### src/rtl/hda_rsp_pkg.sv
package hda_rsp_pkg;

    localparam int DATA_W = 32;
    localparam int CAD_W  = 4;

    typedef enum logic [1:0] {
        ST_IDLE    = 2'd0,
        ST_WR_RESP = 2'd1,
        ST_WR_EXT  = 2'd2
    } wr_state_e;

    typedef enum logic [2:0] {
        SEL_CTRL   = 3'd0,
        SEL_THRESH = 3'd1,
        SEL_WPTR   = 3'd2,
        SEL_STATUS = 3'd3,
        SEL_BASE   = 3'd4,
        SEL_IMM    = 3'd5
    } reg_sel_e;

    localparam int CTRL_DMA_BIT  = 0;
    localparam int CTRL_IRQ_BIT  = 1;
    localparam int WPTR_RST_BIT  = 15;
    localparam int STS_IRQ_BIT   = 0;
    localparam int IMM_BUSY_BIT  = 0;
    localparam int IMM_VALID_BIT = 1;
    localparam int EXT_UNSOL_BIT = 4;

endpackage

### src/rtl/rsp_ring_fsm.sv
module rsp_ring_fsm
    import hda_rsp_pkg::*;
#(
    parameter int ADDR_W = 32,
    parameter int IDX_W  = 8
) (
    input  logic              clk,
    input  logic              rst_n,
    input  logic              rsp_valid,
    output logic              rsp_ready,
    input  logic [DATA_W-1:0] rsp_data,
    input  logic              rsp_unsol,
    input  logic [CAD_W-1:0]  rsp_cad,
    input  logic              imm_busy,
    input  logic              dma_en,
    input  logic [ADDR_W-1:0] ring_base,
    input  logic [IDX_W-1:0]  wp,
    output logic              mem_wr_valid,
    input  logic              mem_wr_ready,
    output logic [ADDR_W-1:0] mem_wr_addr,
    output logic [DATA_W-1:0] mem_wr_data,
    output logic              imm_capture,
    output logic              entry_done,
    output logic [IDX_W-1:0]  wp_next
);
    localparam int ENTRY_SHIFT = 3;
    localparam int EXT_OFFSET  = 4;
    localparam int PAD_W       = DATA_W - CAD_W - 1;

    wr_state_e          state, state_nx;
    logic [DATA_W-1:0]  lat_data;
    logic [DATA_W-1:0]  lat_ext;
    logic [IDX_W-1:0]   lat_idx;
    logic [ADDR_W-1:0]  entry_addr;
    logic               fire;
    logic               start;

    assign fire  = rsp_valid && rsp_ready;
    assign start = fire && !imm_busy && dma_en;
    assign entry_addr = ring_base + (ADDR_W'(lat_idx) << ENTRY_SHIFT);

    // state register
    always_ff @(posedge clk) begin
        if (!rst_n) state <= ST_IDLE;
        else        state <= state_nx;
    end

    // next-state logic
    always_comb begin
        state_nx = state;
        unique case (state)
            ST_IDLE:    if (start)        state_nx = ST_WR_RESP;
            ST_WR_RESP: if (mem_wr_ready) state_nx = ST_WR_EXT;
            ST_WR_EXT:  if (mem_wr_ready) state_nx = ST_IDLE;
            default:                      state_nx = ST_IDLE;
        endcase
    end

    // entry latch
    always_ff @(posedge clk) begin
        if (!rst_n) begin
            lat_data <= '0;
            lat_ext  <= '0;
            lat_idx  <= '0;
        end else if (start) begin
            lat_data <= rsp_data;
            lat_ext  <= {{PAD_W{1'b0}}, rsp_unsol, rsp_cad};
            lat_idx  <= wp + 1'b1;
        end
    end

    // outputs
    always_comb begin
        rsp_ready    = 1'b0;
        mem_wr_valid = 1'b0;
        mem_wr_addr  = entry_addr;
        mem_wr_data  = lat_data;
        entry_done   = 1'b0;
        unique case (state)
            ST_IDLE: rsp_ready = 1'b1;
            ST_WR_RESP: mem_wr_valid = 1'b1;
            ST_WR_EXT: begin
                mem_wr_valid = 1'b1;
                mem_wr_addr  = entry_addr + ADDR_W'(EXT_OFFSET);
                mem_wr_data  = lat_ext;
                entry_done   = mem_wr_ready;
            end
            default: rsp_ready = 1'b0;
        endcase
    end

    assign imm_capture = fire && imm_busy;
    assign wp_next     = lat_idx;

    AST_MEM_HOLD: assert property (@(posedge clk) disable iff (!rst_n)
        (mem_wr_valid && !mem_wr_ready) |=> (mem_wr_valid && $stable(mem_wr_addr) && $stable(mem_wr_data)));
    AST_EXT_FOLLOWS: assert property (@(posedge clk) disable iff (!rst_n)
        (state == ST_WR_RESP && mem_wr_ready) |=> (mem_wr_valid && mem_wr_addr == $past(mem_wr_addr) + ADDR_W'(EXT_OFFSET)));
    AST_IMM_NO_RING: assert property (@(posedge clk) disable iff (!rst_n)
        imm_capture |=> !mem_wr_valid);
    AST_DROP_NO_WRITE: assert property (@(posedge clk) disable iff (!rst_n)
        (fire && !dma_en && !imm_busy) |=> !mem_wr_valid);
endmodule

### src/rtl/rsp_ring_ctl.sv
module rsp_ring_ctl
    import hda_rsp_pkg::*;
#(
    parameter int ADDR_W = 32,
    parameter int IDX_W  = 8
) (
    input  logic              clk,
    input  logic              rst_n,
    input  logic              reg_wr_en,
    input  logic [2:0]        reg_wr_sel,
    input  logic [DATA_W-1:0] reg_wr_data,
    input  logic              entry_done,
    input  logic [IDX_W-1:0]  wp_next,
    output logic              dma_en,
    output logic              irq_en,
    output logic [IDX_W-1:0]  thresh,
    output logic [ADDR_W-1:0] ring_base,
    output logic [IDX_W-1:0]  wp,
    output logic              sts_clr,
    output logic              imm_set,
    output logic              imm_vclr
);
    localparam int ALIGN_W = 3;

    reg_sel_e sel;
    logic     wp_rst;
    logic     unused_bits;

    assign sel      = reg_sel_e'(reg_wr_sel);
    assign wp_rst   = reg_wr_en && sel == SEL_WPTR && reg_wr_data[WPTR_RST_BIT];
    assign sts_clr  = reg_wr_en && sel == SEL_STATUS && reg_wr_data[STS_IRQ_BIT];
    assign imm_set  = reg_wr_en && sel == SEL_IMM && reg_wr_data[IMM_BUSY_BIT];
    assign imm_vclr = reg_wr_en && sel == SEL_IMM && reg_wr_data[IMM_VALID_BIT];
    assign unused_bits = ^reg_wr_data;

    always_ff @(posedge clk) begin
        if (!rst_n) begin
            dma_en    <= 1'b0;
            irq_en    <= 1'b0;
            thresh    <= '0;
            ring_base <= '0;
        end else if (reg_wr_en) begin
            unique case (sel)
                SEL_CTRL: begin
                    dma_en <= reg_wr_data[CTRL_DMA_BIT];
                    irq_en <= reg_wr_data[CTRL_IRQ_BIT];
                end
                SEL_THRESH: thresh    <= reg_wr_data[IDX_W-1:0];
                SEL_BASE:   ring_base <= {reg_wr_data[ADDR_W-1:ALIGN_W], {ALIGN_W{1'b0}}};
                default: ;
            endcase
        end
    end

    always_ff @(posedge clk) begin
        if (!rst_n)          wp <= '0;
        else if (entry_done) wp <= wp_next;
        else if (wp_rst)     wp <= '0;
    end

    AST_WP_STEP: assert property (@(posedge clk) disable iff (!rst_n)
        (wp != $past(wp)) |-> (wp == IDX_W'($past(wp) + 1'b1) || wp == '0));
    AST_WP_RESET: assert property (@(posedge clk) disable iff (!rst_n)
        (wp_rst && !entry_done) |=> (wp == '0));
endmodule

### src/rtl/rsp_ring_irq.sv
module rsp_ring_irq #(
    parameter int IDX_W = 8
) (
    input  logic             clk,
    input  logic             rst_n,
    input  logic             entry_done,
    input  logic             cmd_ring_empty,
    input  logic             irq_en,
    input  logic [IDX_W-1:0] thresh,
    input  logic             sts_clr,
    output logic             irq_status,
    output logic             fetch_resume
);
    logic [IDX_W-1:0] count;
    logic [IDX_W-1:0] count_base;
    logic [IDX_W-1:0] count_inc;
    logic             clr_hit;
    logic             raise;

    assign clr_hit    = sts_clr && irq_status;
    assign count_base = clr_hit ? '0 : count;
    assign count_inc  = count_base + 1'b1;
    assign raise      = entry_done && irq_en && (count_inc == thresh || cmd_ring_empty);

    always_ff @(posedge clk) begin
        if (!rst_n) begin
            count        <= '0;
            irq_status   <= 1'b0;
            fetch_resume <= 1'b0;
        end else begin
            count        <= entry_done ? count_inc : count_base;
            fetch_resume <= clr_hit;
            if (raise)        irq_status <= 1'b1;
            else if (clr_hit) irq_status <= 1'b0;
        end
    end

    AST_STS_FALL_CAUSE: assert property (@(posedge clk) disable iff (!rst_n)
        $fell(irq_status) |-> $past(sts_clr));
    AST_STS_RISE_CAUSE: assert property (@(posedge clk) disable iff (!rst_n)
        $rose(irq_status) |-> ($past(irq_en) && $past(entry_done)));
    AST_RESUME_PULSE: assert property (@(posedge clk) disable iff (!rst_n)
        fetch_resume |=> !fetch_resume);
endmodule

### src/rtl/rsp_imm_slot.sv
module rsp_imm_slot
    import hda_rsp_pkg::*;
(
    input  logic              clk,
    input  logic              rst_n,
    input  logic              imm_set,
    input  logic              imm_vclr,
    input  logic              imm_capture,
    input  logic [DATA_W-1:0] rsp_data,
    input  logic [CAD_W-1:0]  rsp_cad,
    output logic              imm_busy,
    output logic [DATA_W-1:0] imm_resp,
    output logic [7:0]        imm_status
);
    logic             valid;
    logic [CAD_W-1:0] cad;

    always_ff @(posedge clk) begin
        if (!rst_n) begin
            imm_busy <= 1'b0;
            valid    <= 1'b0;
            cad      <= '0;
            imm_resp <= '0;
        end else if (imm_capture) begin
            imm_busy <= 1'b0;
            valid    <= 1'b1;
            cad      <= rsp_cad;
            imm_resp <= rsp_data;
        end else begin
            if (imm_set)  imm_busy <= 1'b1;
            if (imm_vclr) valid    <= 1'b0;
        end
    end

    assign imm_status = {cad, 2'b00, valid, imm_busy};

    AST_IMM_VALID_CAUSE: assert property (@(posedge clk) disable iff (!rst_n)
        $rose(valid) |-> $past(imm_capture));
endmodule

### src/rtl/rsp_ring_writer.sv
module rsp_ring_writer
    import hda_rsp_pkg::*;
#(
    parameter int ADDR_W = 32,
    parameter int IDX_W  = 8
) (
    input  logic              clk,
    input  logic              rst_n,
    input  logic              rsp_valid,
    output logic              rsp_ready,
    input  logic [31:0]       rsp_data,
    input  logic              rsp_unsol,
    input  logic [3:0]        rsp_cad,
    input  logic              cmd_ring_empty,
    input  logic              reg_wr_en,
    input  logic [2:0]        reg_wr_sel,
    input  logic [31:0]       reg_wr_data,
    output logic              mem_wr_valid,
    input  logic              mem_wr_ready,
    output logic [ADDR_W-1:0] mem_wr_addr,
    output logic [31:0]       mem_wr_data,
    output logic [IDX_W-1:0]  wr_ptr,
    output logic              irq_status,
    output logic              fetch_resume,
    output logic [31:0]       imm_resp,
    output logic [7:0]        imm_status
);
    logic              dma_en, irq_en, sts_clr, imm_set, imm_vclr;
    logic              imm_busy, imm_capture, entry_done;
    logic [IDX_W-1:0]  thresh, wp_next;
    logic [ADDR_W-1:0] ring_base;

    rsp_ring_ctl #(.ADDR_W(ADDR_W), .IDX_W(IDX_W)) ctl_i (
        .clk(clk), .rst_n(rst_n),
        .reg_wr_en(reg_wr_en), .reg_wr_sel(reg_wr_sel), .reg_wr_data(reg_wr_data),
        .entry_done(entry_done), .wp_next(wp_next),
        .dma_en(dma_en), .irq_en(irq_en), .thresh(thresh), .ring_base(ring_base),
        .wp(wr_ptr), .sts_clr(sts_clr), .imm_set(imm_set), .imm_vclr(imm_vclr)
    );

    rsp_ring_fsm #(.ADDR_W(ADDR_W), .IDX_W(IDX_W)) fsm_i (
        .clk(clk), .rst_n(rst_n),
        .rsp_valid(rsp_valid), .rsp_ready(rsp_ready), .rsp_data(rsp_data),
        .rsp_unsol(rsp_unsol), .rsp_cad(rsp_cad),
        .imm_busy(imm_busy), .dma_en(dma_en), .ring_base(ring_base), .wp(wr_ptr),
        .mem_wr_valid(mem_wr_valid), .mem_wr_ready(mem_wr_ready),
        .mem_wr_addr(mem_wr_addr), .mem_wr_data(mem_wr_data),
        .imm_capture(imm_capture), .entry_done(entry_done), .wp_next(wp_next)
    );

    rsp_ring_irq #(.IDX_W(IDX_W)) irq_i (
        .clk(clk), .rst_n(rst_n),
        .entry_done(entry_done), .cmd_ring_empty(cmd_ring_empty),
        .irq_en(irq_en), .thresh(thresh), .sts_clr(sts_clr),
        .irq_status(irq_status), .fetch_resume(fetch_resume)
    );

    rsp_imm_slot imm_i (
        .clk(clk), .rst_n(rst_n),
        .imm_set(imm_set), .imm_vclr(imm_vclr), .imm_capture(imm_capture),
        .rsp_data(rsp_data), .rsp_cad(rsp_cad),
        .imm_busy(imm_busy), .imm_resp(imm_resp), .imm_status(imm_status)
    );

    AST_READY_IN_FLIGHT: assert property (@(posedge clk) disable iff (!rst_n)
        mem_wr_valid |-> !rsp_ready);
endmodule

### config.mk
export PLATFORM = sky130hd
export DESIGN_NAME = rsp_ring_writer
export DESIGN_NICKNAME = d
export VERILOG_FILES = /design/src/rtl/hda_rsp_pkg.sv /design/src/rtl/rsp_ring_fsm.sv /design/src/rtl/rsp_ring_ctl.sv /design/src/rtl/rsp_ring_irq.sv /design/src/rtl/rsp_imm_slot.sv /design/src/rtl/rsp_ring_writer.sv
export SDC_FILE = /design/constraint.sdc
export NUM_CORES = 1
export LEC_CHECK = 0
export BUFFER_PORTS_ARGS = -buffer_cell sky130_fd_sc_hd__buf_4
export CAP_MARGIN = 20
export CORE_MARGIN = 1.5
export CORE_UTILIZATION = 35
export CTS_CLUSTER_SIZE = 16
export DETAILED_ROUTE_END_ITERATION = 8
export HOLD_SLACK_MARGIN = 0.1
export SYNTH_ARGS = -nofsm -noshare
export SYNTH_HDL_FRONTEND = slang
export SYNTH_SLANG_ARGS = --single-unit
### constraint.sdc
create_clock -name clk -period 3.6 [get_ports clk]
set_input_delay 1.08 -clock clk [delete_from_list [all_inputs] [get_ports clk]]
set_output_delay 1.08 -clock clk [all_outputs]
set_load 0.05 [all_outputs]
==> flow_metrics.py <==
metrics = {
    "synth": {
        "async_reset_ff_share_pct": 0,
        "yosysWarnings": 0,
        "avgSynthCellArea_sq_um": 8.331,
        "synth_mux_area_share_pct": 2.466,
        "yosys.area_share.xor_xnor_pct": 6.342,
        "synth.top_cell.area_share_pct": 42.13,
        "yosysTopAreaCell": "dfxtp_1",
        "syn_inst": 810,
        "synth-compound-area-share_pct": 17.11,
        "syn_area_sq_um": 6748,
        "synth_seq_cells": 142,
        "synth_cell_types": 54,
        "synthSimpleGateAreaFrac_pct": 24.61,
        "synthTopCellsByArea": "dfxtp_1, nand2_1, a21boi_0",
        "synth_edf_count": 0,
        "synth_top_family_by_area": "simple AND/OR/NAND/NOR gates",
        "ys_seq_area_share_pct": 42.13,
        "synthAdderAreaFrac_pct": 2.707,
        "synth_ff_type": "dfxtp_1",
    },
    "timing": {
        "slew_viol_final": 0,
        "tns_ns": -0.09879,
        "setup_viol": 3,
        "finClkSkew_ns": 0.006125,
        "fmax_mhz": 274.7,
        "slew-limit-headroom_pct": 53.66,
        "rsz0062_at_grt": "true",
        "fin_crit_ns": 3.640,
        "fin_ws_ns": -0.04000,
        "period_share_pct": 101.1,
        "finalHoldViolCount": 0,
        "worst_pin_slew_ns": 0.6887,
        "holdWs_ns": 0.4583,
    },
    "power": {
        "leakage_nw": 3.772,
        "ir_worst_vdd_v": 0.0003246,
        "total_power_mw": 3.655,
        "power_density_nw_per_um2": 396.3,
    },
    "cells_and_area": {
        "final_cell_mix": "nand2_1, buf_4, dfxtp_1",
        "antennaDiodeCount": 0,
        "syn_to_final_growth_pct": 36.68,
        "design_area_sq_um": 9223,
        "final_core_util_pct": 48.98,
        "final_cells": 1254,
        "drive_gt1_share_pct": 28.87,
        "fin_nets": 1076,
        "mostFrequentLayoutCell": "nand2_1",
    },
    "clock_network": {
        "numCtsBuffers": 17,
        "cts-root-buf": "clkbuf_16",
        "htree_levels": 4,
        "ctsHoldBuffers": 0,
        "cts_sinks": 142,
        "cts_tree": "yes",
        "clock_path_buffers": 2,
        "clkTransAtPathRegs_ns": 0.06,
        "worstSkewPairLatency_ns": 0.42,
    },
    "place": {
        "place_ws_ns": 0.2124,
        "portBuffers": 189,
        "dp_hpwl_mm": 12.82,
        "placed_area_sq_um": 8393,
        "gp_congestion": 0.8138,
        "numPlacedInstances": 1215,
    },
    "worst_setup_path": {
        "cp_num_buf_inv": 3,
        "cp-end-kind": "output pin",
        "start_kind": "flop",
        "cp_cell_sequence": "ha_4, inv_2, fa_2, nor2b_2, o21a_1, o21ai_2, a211oi_2, buf_4, nand3_2, xnor2_2, buf_6",
        "required_ns": 2.52,
        "critPathMaxFanout": 5,
        "cpPeakStageDelay_ns": 0.36,
        "reg2reg_slack_ns": 1.68,
        "arrival_ns": 2.56,
        "cp_slowest_cell": "dfxtp_2",
        "path_class": "reg2out",
        "cp_top_family": "adder cells",
    },
    "grt": {
        "grt_pass1_wl_mm": 29.90,
        "grt_pass1_vias": 5856,
        "antenna_found_initial": 0,
        "grt-ovfl-total": 0,
        "grt_usage_pct": 18.79,
        "grt_max_degree": 61,
    },
    "floorplan": {
        "die_h_um": 141.9,
        "initial_utilization_pct": 35.83,
        "dieArea_sq_um": 20120,
        "die_x_um": 141.9,
        "boundaryPins": 194,
        "num_rows": 50,
        "core-area_sq_um": 18830,
    },
    "run_status": {
        "status": "complete, but fails checks",
        "violations": "setup timing",
    },
    "drt": {
        "dr.pass1.iters": 5,
        "drt-initial-drc-count": 279,
        "drt-total-wl_mm": 18.75,
        "wl_per_cell_um": 14.95,
        "vias": 6015,
        "drc": 0,
        "vias_per_cell": 4.797,
        "ant_nets": 0,
    },
    "run": {
        "cap_violations": 0,
    },
    "worst_hold_path": {
        "hold_path.class": "reg2reg",
    },
}
==> flip-flops by register name, summed over array words and instances (netlist names) <==
register	flops
imm_i.imm_busy	1
fsm_i.state	2
fsm_i.lat_data	32
fsm_i.lat_ext	5
ctl_i.dma_en	1
irq_i.fetch_resume	1
ctl_i.ring_base	29
ctl_i.wp	8
ctl_i.thresh	8
irq_i.count	8
imm_i.valid	1
ctl_i.irq_en	1
irq_i.irq_status	1
imm_i.imm_resp	32
fsm_i.wp_next	8
imm_i.cad	4
==> synthesized netlist by cell type (5+ instances only) <==
library cell	n
nand4_1	8
mux2i_1	11
clkbuf_1	41
o211a_1	8
a21oi_1	8
inv_1	8
nand2_1	231
nand3_1	23
dfxtp_1	142
a22oi_1	8
o21ai_0	9
nor2b_1	48
a21boi_1	10
a21boi_0	94
and3_1	6
mux2_2	5
buf_4	8
xnor2_1	31
ha_1	13
nor2_1	23
xor2_1	16
==> final timing paths <==
path	depth (start not counted)	start	endpoint
setup reg to reg	8	fsm_i.state[0]$_SDFFE_PN0P_	irq_i.irq_status$_SDFFE_PN0P_
setup / recovery	11	ctl_i.ring_base[3]$_SDFFE_PN0P_	mem_wr_addr[29]
hold / removal	2	fsm_i.lat_data[9]$_SDFFE_PN0P_	fsm_i.lat_data[9]$_SDFFE_PN0P_
hold reg to reg	2	fsm_i.lat_data[9]$_SDFFE_PN0P_	fsm_i.lat_data[9]$_SDFFE_PN0P_
==> tightest hold or removal path: stages (launching register included) <==
cell	delay, ns
dfxtp_1	0.30
nand2_1	0.04
a21boi_0	0.06
==> routing by layer <==
| layer | vias to the layer above | share of wire [%] | GRT usage [%] |
|---|---|---|---|
| met5 | - | 0 | 0 |
| li1 | 3024 | - | - |
| met4 | 0 | 1.4 | 6.023 |
| met2 | 179 | 49 | 32.17 |
| met1 | 2793 | 43 | 22.52 |
| met3 | 19 | 6.9 | 5.704 |
==> layout make-up <==
cell class                 count  area [sq um]
fill                        1863          9608
multi-input combinational    605          3809
sequential                   142          2849
timing repair buffer         210          1618
clock buffer                  19         452.9
tap                          260         325.3
clock inverter                10         138.9
inverter                       8         30.03
==> repair_timing <==
action                                  4_1_cts  5_1_grt
endpoints found under the hold margin         0        0
gates resized for setup                      32       10
setup buffers                                 4        5
endpoints found under the setup margin       10       20
pin swaps                                     6        8
gates cloned                                  1        1
==> where the power goes <==
| part | total [mW] | switching, mW | leakage, nW | internal, mW |
|---|---|---|---|---|
| Combinational | 0.269 | 0.151 | 2.35 | 0.118 |
| Sequential | 1.61 | 0.0159 | 1.15 | 1.59 |
| Clock | 1.78 | 0.667 | 0.279 | 1.11 |
| Total | 3.65 | 0.833 | 3.77 | 2.82 |
==> cells by family (layout without fill, tap and decap cells) <==
family                   after synthesis  after routing
AO/OA/AOI/OAI                        156            157
adder cells (fa/ha/maj)               14             14
buffers and inverters                 67            247
XOR/XNOR                              48             48
AND/OR/NAND/NOR                      366            366
flip-flops                           142            142
other                                  1              4
multiplexers                          16             16
No activity file was read; power rests on OpenSTA's default activity.
